**config.mk**
```make
export PLATFORM = sky130hd
export DESIGN_NAME = qcnt_channel
export DESIGN_NICKNAME = d
export VERILOG_FILES = /design/src/rtl/qcnt_pkg.sv /design/src/rtl/qcnt_hostregs.sv /design/src/rtl/qcnt_core.sv /design/src/rtl/qcnt_channel.sv
export SDC_FILE = /design/constraint.sdc
export NUM_CORES = 1
export LEC_CHECK = 0
export BUFFER_PORTS_ARGS = -buffer_cell sky130_fd_sc_hd__buf_2
export CAP_MARGIN = 20
export CORE_UTILIZATION = 40
export CTS_BUF_LIST = sky130_fd_sc_hd__clkbuf_8
export CTS_CLUSTER_DIAMETER = 120
export DETAILED_ROUTE_END_ITERATION = 8
export SYNTH_ARGS = -nofsm -noshare
export SYNTH_HDL_FRONTEND = slang
export SYNTH_HIERARCHICAL = 1
export SYNTH_SLANG_ARGS = --single-unit
```
**constraint.sdc**
```tcl
create_clock -name clk_i -period 3.7 [get_ports clk_i]
set_input_delay 0.37 -clock clk_i [delete_from_list [all_inputs] [get_ports clk_i]]
set_output_delay 0.37 -clock clk_i [all_outputs]
set_load 0.005 [all_outputs]
```
**src/rtl/qcnt_pkg.sv**
```systemverilog
package qcnt_pkg;
  typedef enum logic [2:0] {
    TGT_RLD = 3'b000,
    TGT_CMR = 3'b001,
    TGT_IOR = 3'b010,
    TGT_IDR = 3'b011
  } tgt_e;

  typedef enum logic [1:0] {
    MODE_WRAP  = 2'd0,
    MODE_RANGE = 2'd1,
    MODE_HALT  = 2'd2,
    MODE_MOD   = 2'd3
  } cmode_e;

  typedef struct packed {
    logic [1:0] qmode;
    cmode_e     cmode;
  } cmr_t;

  typedef struct packed {
    logic [1:0] fsrc;
    logic       idx_ld_n;
    logic       ab_en;
  } ior_t;

  typedef struct packed {
    logic pol;
    logic sync;
  } idr_t;

  typedef struct packed {
    logic clr_cnt;
    logic clr_flags;
    logic clr_err;
    logic ld_cnt;
    logic latch;
    logic ld_psc;
  } cmd_t;
endpackage

```
**src/rtl/qcnt_hostregs.sv**
```systemverilog
module qcnt_hostregs import qcnt_pkg::*; #(
  parameter int CW = 24
) (
  input  logic          clk_i,
  input  logic          rst_ni,
  input  logic          wr_i,
  input  logic          rd_i,
  input  logic          addr_i,
  input  logic [7:0]    wdata_i,
  input  logic [CW-1:0] count_i,
  output logic [CW-1:0] preset_o,
  output logic [CW-1:0] latch_o,
  output logic [$clog2(CW/8)-1:0] bp_o,
  output cmr_t          cmr_o,
  output ior_t          ior_o,
  output idr_t          idr_o,
  output logic [7:0]    psc_o,
  output cmd_t          cmd_o
);
  localparam int NB  = CW / 8;
  localparam int BPW = $clog2(NB);

  logic           ctl_wr, dat_wr, dat_acc, rld;
  logic [1:0]     xfer, sub;
  logic [BPW-1:0] bp_q;
  logic [7:0]     lane_q [NB];

  assign ctl_wr  = wr_i & addr_i;
  assign dat_wr  = wr_i & ~addr_i;
  assign dat_acc = (wr_i | rd_i) & ~addr_i;
  assign rld     = ctl_wr && (wdata_i[7:5] == TGT_RLD);
  assign xfer    = wdata_i[4:3];
  assign sub     = wdata_i[2:1];

  always_comb begin
    cmd_o           = '0;
    cmd_o.ld_cnt    = rld && (xfer == 2'd1);
    cmd_o.latch     = rld && (xfer == 2'd2);
    cmd_o.ld_psc    = rld && (xfer == 2'd3);
    cmd_o.clr_cnt   = rld && (xfer == 2'd0) && (sub == 2'd1);
    cmd_o.clr_flags = rld && (xfer == 2'd0) && (sub == 2'd2);
    cmd_o.clr_err   = rld && (xfer == 2'd0) && (sub == 2'd3);
  end

  always_ff @(posedge clk_i or negedge rst_ni) begin
    if (!rst_ni)                  bp_q <= '0;
    else if (rld && wdata_i[0])   bp_q <= '0;
    else if (dat_acc)             bp_q <= (bp_q == BPW'(NB-1)) ? '0 : bp_q + 1'b1;
  end

  for (genvar b = 0; b < NB; b++) begin : g_lane
    always_ff @(posedge clk_i or negedge rst_ni) begin
      if (!rst_ni)                            lane_q[b] <= '0;
      else if (dat_wr && bp_q == BPW'(b))     lane_q[b] <= wdata_i;
    end
    assign preset_o[8*b +: 8] = lane_q[b];
  end

  always_ff @(posedge clk_i or negedge rst_ni) begin
    if (!rst_ni) begin
      latch_o <= '0;
      psc_o   <= '0;
      cmr_o   <= '0;
      ior_o   <= '0;
      idr_o   <= '0;
    end else begin
      if (cmd_o.latch)  latch_o <= count_i;
      if (cmd_o.ld_psc) psc_o   <= preset_o[7:0];
      if (ctl_wr && wdata_i[7:5] == TGT_CMR)
        cmr_o <= '{qmode: wdata_i[4:3], cmode: cmode_e'(wdata_i[2:1])};
      if (ctl_wr && wdata_i[7:5] == TGT_IOR)
        ior_o <= '{fsrc: wdata_i[4:3], idx_ld_n: wdata_i[1], ab_en: wdata_i[0]};
      if (ctl_wr && wdata_i[7:5] == TGT_IDR)
        idr_o <= '{pol: wdata_i[1], sync: wdata_i[0]};
    end
  end

  assign bp_o = bp_q;
endmodule

```
**src/rtl/qcnt_core.sv**
```systemverilog
module qcnt_core import qcnt_pkg::*; #(
  parameter int CW = 24
) (
  input  logic          clk_i,
  input  logic          rst_ni,
  input  logic          step_i,
  input  logic          up_i,
  input  logic          index_i,
  input  logic          noise_i,
  input  logic [CW-1:0] preset_i,
  input  cmr_t          cmr_i,
  input  ior_t          ior_i,
  input  idr_t          idr_i,
  input  cmd_t          cmd_i,
  output logic [CW-1:0] count_o,
  output logic [7:0]    stat_o,
  output logic          flag_o,
  output logic          idx_hit_o
);
  localparam logic [CW-1:0] MAXV = '1;

  logic [CW-1:0] cnt_q, nxt;
  logic idx_q, idx_edge, go, cy, bw, stop;
  logic halt_q, ud_q, brw_q, cry_q, cmp_q, sgn_q, idf_q, err_q;

  assign idx_edge  = idr_i.pol ? (index_i & ~idx_q) : (~index_i & idx_q);
  assign idx_hit_o = idx_edge & ~ior_i.idx_ld_n & (~idr_i.sync | step_i);
  // counter commands and index loads outrank a count pulse
  assign go = step_i & ior_i.ab_en & ~(halt_q & (cmr_i.cmode == MODE_HALT))
            & ~cmd_i.clr_cnt & ~cmd_i.ld_cnt & ~idx_hit_o;

  always_comb begin
    nxt  = cnt_q;
    cy   = 1'b0;
    bw   = 1'b0;
    stop = 1'b0;
    if (up_i) begin
      unique case (cmr_i.cmode)
        MODE_WRAP:  if (cnt_q == MAXV) begin nxt = '0; cy = 1'b1; end
                    else nxt = cnt_q + 1'b1;
        MODE_RANGE: if (cnt_q >= preset_i) cy = 1'b1;
                    else nxt = cnt_q + 1'b1;
        MODE_HALT:  if (cnt_q == MAXV) begin nxt = '0; cy = 1'b1; stop = 1'b1; end
                    else nxt = cnt_q + 1'b1;
        MODE_MOD:   if (cnt_q >= preset_i) begin nxt = '0; cy = 1'b1; end
                    else nxt = cnt_q + 1'b1;
        default: ;
      endcase
    end else begin
      unique case (cmr_i.cmode)
        MODE_WRAP:  if (cnt_q == '0) begin nxt = MAXV; bw = 1'b1; end
                    else nxt = cnt_q - 1'b1;
        MODE_RANGE: if (cnt_q == '0) bw = 1'b1;
                    else nxt = cnt_q - 1'b1;
        MODE_HALT:  if (cnt_q == '0) begin nxt = MAXV; bw = 1'b1; stop = 1'b1; end
                    else nxt = cnt_q - 1'b1;
        MODE_MOD:   if (cnt_q == '0) begin nxt = preset_i; bw = 1'b1; end
                    else nxt = cnt_q - 1'b1;
        default: ;
      endcase
    end
  end

  always_ff @(posedge clk_i or negedge rst_ni) begin
    if (!rst_ni) begin
      cnt_q  <= '0;
      halt_q <= 1'b0;
      ud_q   <= 1'b0;
      idx_q  <= 1'b0;
    end else begin
      idx_q <= index_i;
      if (cmd_i.clr_cnt) begin
        cnt_q  <= '0;
        halt_q <= 1'b0;
      end else if (cmd_i.ld_cnt || idx_hit_o) begin
        cnt_q  <= preset_i;
        halt_q <= 1'b0;
      end else if (go) begin
        cnt_q  <= nxt;
        ud_q   <= up_i;
        if (stop) halt_q <= 1'b1;
      end
    end
  end

  always_ff @(posedge clk_i or negedge rst_ni) begin
    if (!rst_ni) begin
      brw_q <= 1'b0; cry_q <= 1'b0; cmp_q <= 1'b0;
      sgn_q <= 1'b0; idf_q <= 1'b0; err_q <= 1'b0;
    end else begin
      if (cmd_i.clr_flags) begin
        brw_q <= 1'b0; cry_q <= 1'b0; cmp_q <= 1'b0;
        sgn_q <= 1'b0; idf_q <= 1'b0;
      end else begin
        if (idx_hit_o) idf_q <= 1'b1;
        if (go) begin
          if (bw) begin brw_q <= 1'b1; sgn_q <= 1'b1; end
          if (cy) begin cry_q <= 1'b1; sgn_q <= 1'b0; end
          if (nxt == preset_i) cmp_q <= 1'b1;
        end
      end
      if (cmd_i.clr_err) err_q <= 1'b0;
      else if (noise_i)  err_q <= 1'b1;
    end
  end

  always_comb begin
    unique case (ior_i.fsrc)
      2'd0:    flag_o = cry_q;
      2'd1:    flag_o = cmp_q;
      2'd2:    flag_o = cry_q | brw_q;
      default: flag_o = idf_q;
    endcase
  end

  assign count_o = cnt_q;
  assign stat_o  = {2'b00, ud_q, err_q, sgn_q, cmp_q, cry_q, brw_q};
endmodule

```
**src/rtl/qcnt_channel.sv**
```systemverilog
module qcnt_channel import qcnt_pkg::*; #(
  parameter int CW = 24
) (
  input  logic       clk_i,
  input  logic       rst_ni,
  input  logic       wr_i,
  input  logic       rd_i,
  input  logic       addr_i,
  input  logic [7:0] wdata_i,
  output logic [7:0] rdata_o,
  input  logic       cnt_en_i,
  input  logic       cnt_up_i,
  input  logic       index_i,
  input  logic       noise_i,
  output logic       flag_o,
  output logic [7:0] psc_o,
  output logic [1:0] qmode_o
);
  localparam int NB  = CW / 8;
  localparam int BPW = $clog2(NB);

  logic [CW-1:0]  cnt_w, preset_w, latch_w;
  logic [BPW-1:0] bp_w;
  logic [7:0]     stat_w;
  logic [1:0]     mode_w;
  logic           ab_en_w, idx_hit_w;
  cmr_t cmr_w;
  ior_t ior_w;
  idr_t idr_w;
  cmd_t cmd_w;

  qcnt_hostregs #(.CW(CW)) u_regs (
    .clk_i, .rst_ni, .wr_i, .rd_i, .addr_i, .wdata_i,
    .count_i(cnt_w), .preset_o(preset_w), .latch_o(latch_w), .bp_o(bp_w),
    .cmr_o(cmr_w), .ior_o(ior_w), .idr_o(idr_w), .psc_o(psc_o), .cmd_o(cmd_w)
  );

  qcnt_core #(.CW(CW)) u_core (
    .clk_i, .rst_ni, .step_i(cnt_en_i), .up_i(cnt_up_i), .index_i, .noise_i,
    .preset_i(preset_w), .cmr_i(cmr_w), .ior_i(ior_w), .idr_i(idr_w), .cmd_i(cmd_w),
    .count_o(cnt_w), .stat_o(stat_w), .flag_o(flag_o), .idx_hit_o(idx_hit_w)
  );

  assign mode_w  = cmr_w.cmode;
  assign ab_en_w = ior_w.ab_en;
  assign qmode_o = cmr_w.qmode;
  assign rdata_o = addr_i ? stat_w : latch_w[8*bp_w +: 8];
endmodule

```
---- After elaboration in Yosys (flattened, before gate mapping) ----
Cells that the tools add are included.
operators by class
  shifts and indexed selects .............. 1
  reductions and logical operators ........ 41
  equality and inequality tests ........... 18
  $lt $le $gt $ge ......................... 1
  add/subtract/negate cells ............... 3
  bitwise operators ....................... 26
  muxes and demuxes ....................... 48
operator list
  cell                                                 count
  2-to-1 mux 24 bit                                    10
  case mux 24 bit (3 select lines)                     2
  2-to-1 mux 1 bit                                     30
  adder 24 x 1 -> 24 bit (second input constant)       1
  == test 24 bit                                       1
  == test 24 bit (second input constant)               1
  >= comparator 24 bit                                 1
  logical NOT 24 bit                                   1
  variable part select 24 x 6 -> 8 bit                 1
  subtractor 24 x 1 -> 24 bit (second input constant)  1
  == test 2 bit (second input constant)                8
  logical AND 1 bit                                    15
  nonzero test 2 bit                                   7
  AND 1 bit                                            13
  == test 2 x 1 -> 1 bit (second input constant)       5
  NOT 1 bit                                            10
  AND reduction 2 bit                                  5
  nonzero test 3 bit                                   3
  logical NOT 2 bit                                    4
  2-to-1 mux 8 bit                                     1
  == test 3 x 2 -> 1 bit (second input constant)       2
  2-to-1 mux 2 bit                                     3
  OR reduction 2 bit                                   2
  OR reduction 4 bit                                   1
  8 further kinds                                      10
word-level totals
  register bits after elaboration ......... 101
  output and inout port bits .............. 19
  logic and storage cells ................. 161
  input bits .............................. 17

---- Depth between registers and ports, before layout ----
  depth after elaboration ................. 11
  gate-level depth with buffers ........... 18
  mapped depth without buffers ............ 16

---- Hierarchy ----
Netlist, hierarchy kept.
modules (own cells, without submodules)
  module         cells each  sequential area each (µm²)  instances  area an instance (µm²)
  qcnt_core      747         825.8                       1          5018.6
  qcnt_hostregs  168         1701.6                      1          2798.9
  qcnt_channel   28          0.0                         1          312.8

---- Worst setup path after synthesis ----
OpenSTA, ideal clock, no wires.
  kind .................................... register -> register
  from .................................... register u_core.cnt_q[0], in the netlist u_core/count_o[0]
  to ...................................... register u_core.cmp_q
  data arrival time ....................... 3960 ps
  data required time ...................... 3608 ps
  buffers on the path ..................... 2
  cell stages (with the launch flop) ...... 16
  period minus slack after synthesis ...... 4052 ps
  setup time .............................. 92 ps
  path slack .............................. -352 ps
  path through ............................ dfrtp_1 > clkbuf_1 > inv_1 > ha_1 > nor2b_1 > o21ai_0 > a41oi_1 > or2_2 > clkbuf_1 > a21oi_1 > a2111oi_0 > nor4_1 > nand4_1 > or4_1 > or4_1 > o31ai_2
on the way
  word-level cells in the longest chain between the ends .. 7
ends and longest elaborated chain
  element                                              line                              source
  start, declared                                      qcnt_core.sv:22                   logic [CW-1:0] cnt_q, nxt;
  start signal, assigned                               qcnt_core.sv:76                   cnt_q <= preset_i;
  start signal, assigned                               qcnt_core.sv:79                   cnt_q <= nxt;
  subtractor 24 x 1 -> 24 bit (tied with other cells)  n/a
  2-to-1 mux 24 bit (tied with other cells)            qcnt_core.sv:57                   MODE_MOD: if (cnt_q == '0) begin nxt = preset_i; bw = 1'b1; end
  case mux 24 bit (3 select lines) (on tied branches)  qcnt_core.sv:50, qcnt_core.sv:38
  2-to-1 mux 24 bit *                                  qcnt_core.sv:37                   if (up_i) begin
  == test 24 bit *                                     qcnt_core.sv:99                   if (nxt == preset_i) cmp_q <= 1'b1;
  nonzero test 2 bit (no line) *                       n/a
  AND reduction 2 bit (no line) *                      n/a
  end signal, assigned                                 qcnt_core.sv:88                   brw_q <= 1'b0; cry_q <= 1'b0; cmp_q <= 1'b0;
  end signal, assigned                                 qcnt_core.sv:92                   brw_q <= 1'b0; cry_q <= 1'b0; cmp_q <= 1'b0;
  end signal, assigned                                 qcnt_core.sv:99
  end, declared                                        qcnt_core.sv:24                   logic halt_q, ud_q, brw_q, cry_q, cmp_q, sgn_q, idf_q, err_q;
Mark *: on every way between the ends. The rest lies on a longest branch, timed or not.
A chain may end at the register's enable or synchronous reset.

---- Worst setup path after layout ----
Ends and elaborated chain as after synthesis.

==> impl_metrics.toml <==
[run_status]
status = "finished, violations left"
failed_checks = "setup timing"

[drt]
dr_total_vias = 8862
drtIter0Drc = 832
drc_errors = 0
vias_per_cell = 6.15
drt_first_pass_iters = 6
routed_wl_um = 35300
wire_per_inst_um = 24.5
postRouteAntennaNets = 0

[power]
ir_drop_mv = 0.456
p_total_mw = 8.60
leakagePower_nw = 4.73
p_per_area_nw_per_um2 = 818

[place]
gp_congestion = 1.05
hpwl_um = 27400
dp.cells = 1415
pre_cts_slack_ns = -0.568
io_buffers = 35

[worst_setup_path]
crit_path_end_kind = "register"
critPathArrivalTime_ns = 4.57
cp-start-kind = "register"
crit_fanout = 6
r2r_setup_slack_ns = -0.53
rr_startpoint = "u_core/count_o[0]$_DFFE_PN0P_"
r2r_end = "u_core/cmp_q$_DFFE_PN0P_"
worstPathRequired_ns = 4.04
path_class = "reg -> reg"
ff2ff_path_depth = 14

[timing]
skew_ns = 0.0283
setup_violations = 2
fmax_mhz = 236
worst_pin_slew_ns = 1.02
fin_crit_sh_pct = 114
finalMaxSlewViolations = 0
finalWorstSetupSlack_ns = -0.531
max-slew-margin-rel_pct = 31.9
fin_setup_tns_ns = -0.571
hold_viol_final = 0
rsz0062_at_grt = "true"
min_period_ns = 4.23

[global_route]
grt_max_degree = 65
grt_pass1_vias = 8486
grt-ovfl-total = 0
grt_antenna_before_repair = 0
grt_pass1_wl_um = 52400
grt_usage_pct = 34.9

[finish]
fill_cells = 1842
final_common_cell = "buf_4"
seqCellArea_um2 = 2530
diodes = 0
syn_to_final_growth_pct = 29.5
drive_gt1_share_pct = 36.7
mostFrequentLayoutCells = "buf_4, nor2_1, dfrtp_1"
final_core_util_pct = 53.4
multi_input_area_um2 = 5190
layout.cells.non_filler = 1440
nets = 1216

[clocking]
cts-buffers-inserted = 9
cts.path.max_buffers = 2
clock_sinks = 101
cts_hold_buf = 0
cts_tree = "done"
clk_latency_ns = 0.43
path_clk_slew_ns = 0.14
ctsHtreeMaxLevel = 3
cts-root-buf = "clkbuf_8"

[floorplanning]
die_w_um = 145
initial_core_util_pct = 41.2
die_area_um2 = 20900
core_um2 = 19700
ios = 36
die_h_um = 145
placementRows = 51

[synth]
synthesis.area_um2 = 8130
yosysWarnings = 6
avgSynthCellArea_um2 = 8.63
synth_cells = 942

[run]
drv_cap = 0

[worst_hold_path]
hold_path.class = "in -> async"
## report_power, final
group	switching (mW)	internal, mW
Combinational	3.19	2.74
Clock	0.524	0.276
Sequential	0.383	1.49
## what timing repair did
item,4_1_cts,5_1_grt
endpoints found under the setup margin,2,4
gates resized for setup,11,14
cloned,0,0
buffers inserted,5,4
pin swaps,4,12
endpoints found under the hold margin,0,0
## cell type report
| class | count | share of cell area, % |
|---|---|---|
| multi-input cells | 727 | 49.3 |
| inverters | 42 | 1.50 |
| clock buffers | 9 | 1.18 |
| repair buffers | 289 | 20.0 |
| flip-flops and latches | 101 | 24.0 |
| clock inverters | 7 | 0.868 |
| well taps | 265 | 3.15 |
## state kept, by name, summed over array words and instances, names as in the netlist, 2 cells and up
name and count:
u_core/count_o 24, u_regs/latch_o 24, u_regs/preset_o 24, u_regs/psc_o 8
u_regs/cmr_o 4, u_regs/ior_o 4, u_regs/bp_o 2, u_regs/idr_o 2
## critical path, stage by stage (launching register included)
cell      delay (ns)
dfrtp_1         0.42
inv_2           0.06
ha_1            0.15
or4b_4          0.47
or4_4           0.45
nor3_4          0.31
inv_2           0.13
buf_4           0.16
a221o_1         0.35
o311ai_2        0.13
xnor2_1         0.19
o21ai_0         0.11
or4_1           0.50
or4_4           0.53
o31ai_2         0.17
## routing by layer
metal / GRT usage [%] / part of all wire [%] / vias to the layer above
met5: 0 / 0 / -
met4: 18.1 / 5.4 / 0
met3: 5.60 / 7.5 / 133
met2: 55.5 / 45 / 446
met1: 45.4 / 42 / 4352
li1: - / - / 3931
## stage by stage
step / instance area, um^2 / hold slack, ns
after floorplan: 8150 / 0.0744
after global placement: 10100 / 0.471
after detailed placement: 10100 / 0.485
after CTS: 10400 / 0.0647
after global routing: 10500 / 0.0641
final: 10500 / 0.0385
## how the worst max path moves through the flow
stage	from	to	slack, ns	cells past startpoint
CTS	u_core/count_o[0]$_DFFE_PN0P_	u_core/cmp_q$_DFFE_PN0P_	-0.44	14
global route	u_core/count_o[1]$_DFFE_PN0P_	u_core/cmp_q$_DFFE_PN0P_	-0.61	14
global placement	u_core/count_o[23]$_DFFE_PN0P_	u_core/cmp_q$_DFFE_PN0P_	-0.50	14
floorplan	u_core/count_o[0]$_DFFE_PN0P_	u_core/cmp_q$_DFFE_PN0P_	-0.29	14
detailed placement	u_core/count_o[23]$_DFFE_PN0P_	u_core/cmp_q$_DFFE_PN0P_	-0.57	13
finish	u_core/count_o[0]$_DFFE_PN0P_	u_core/cmp_q$_DFFE_PN0P_	-0.53	14
(Power assumes the default switching activity.)
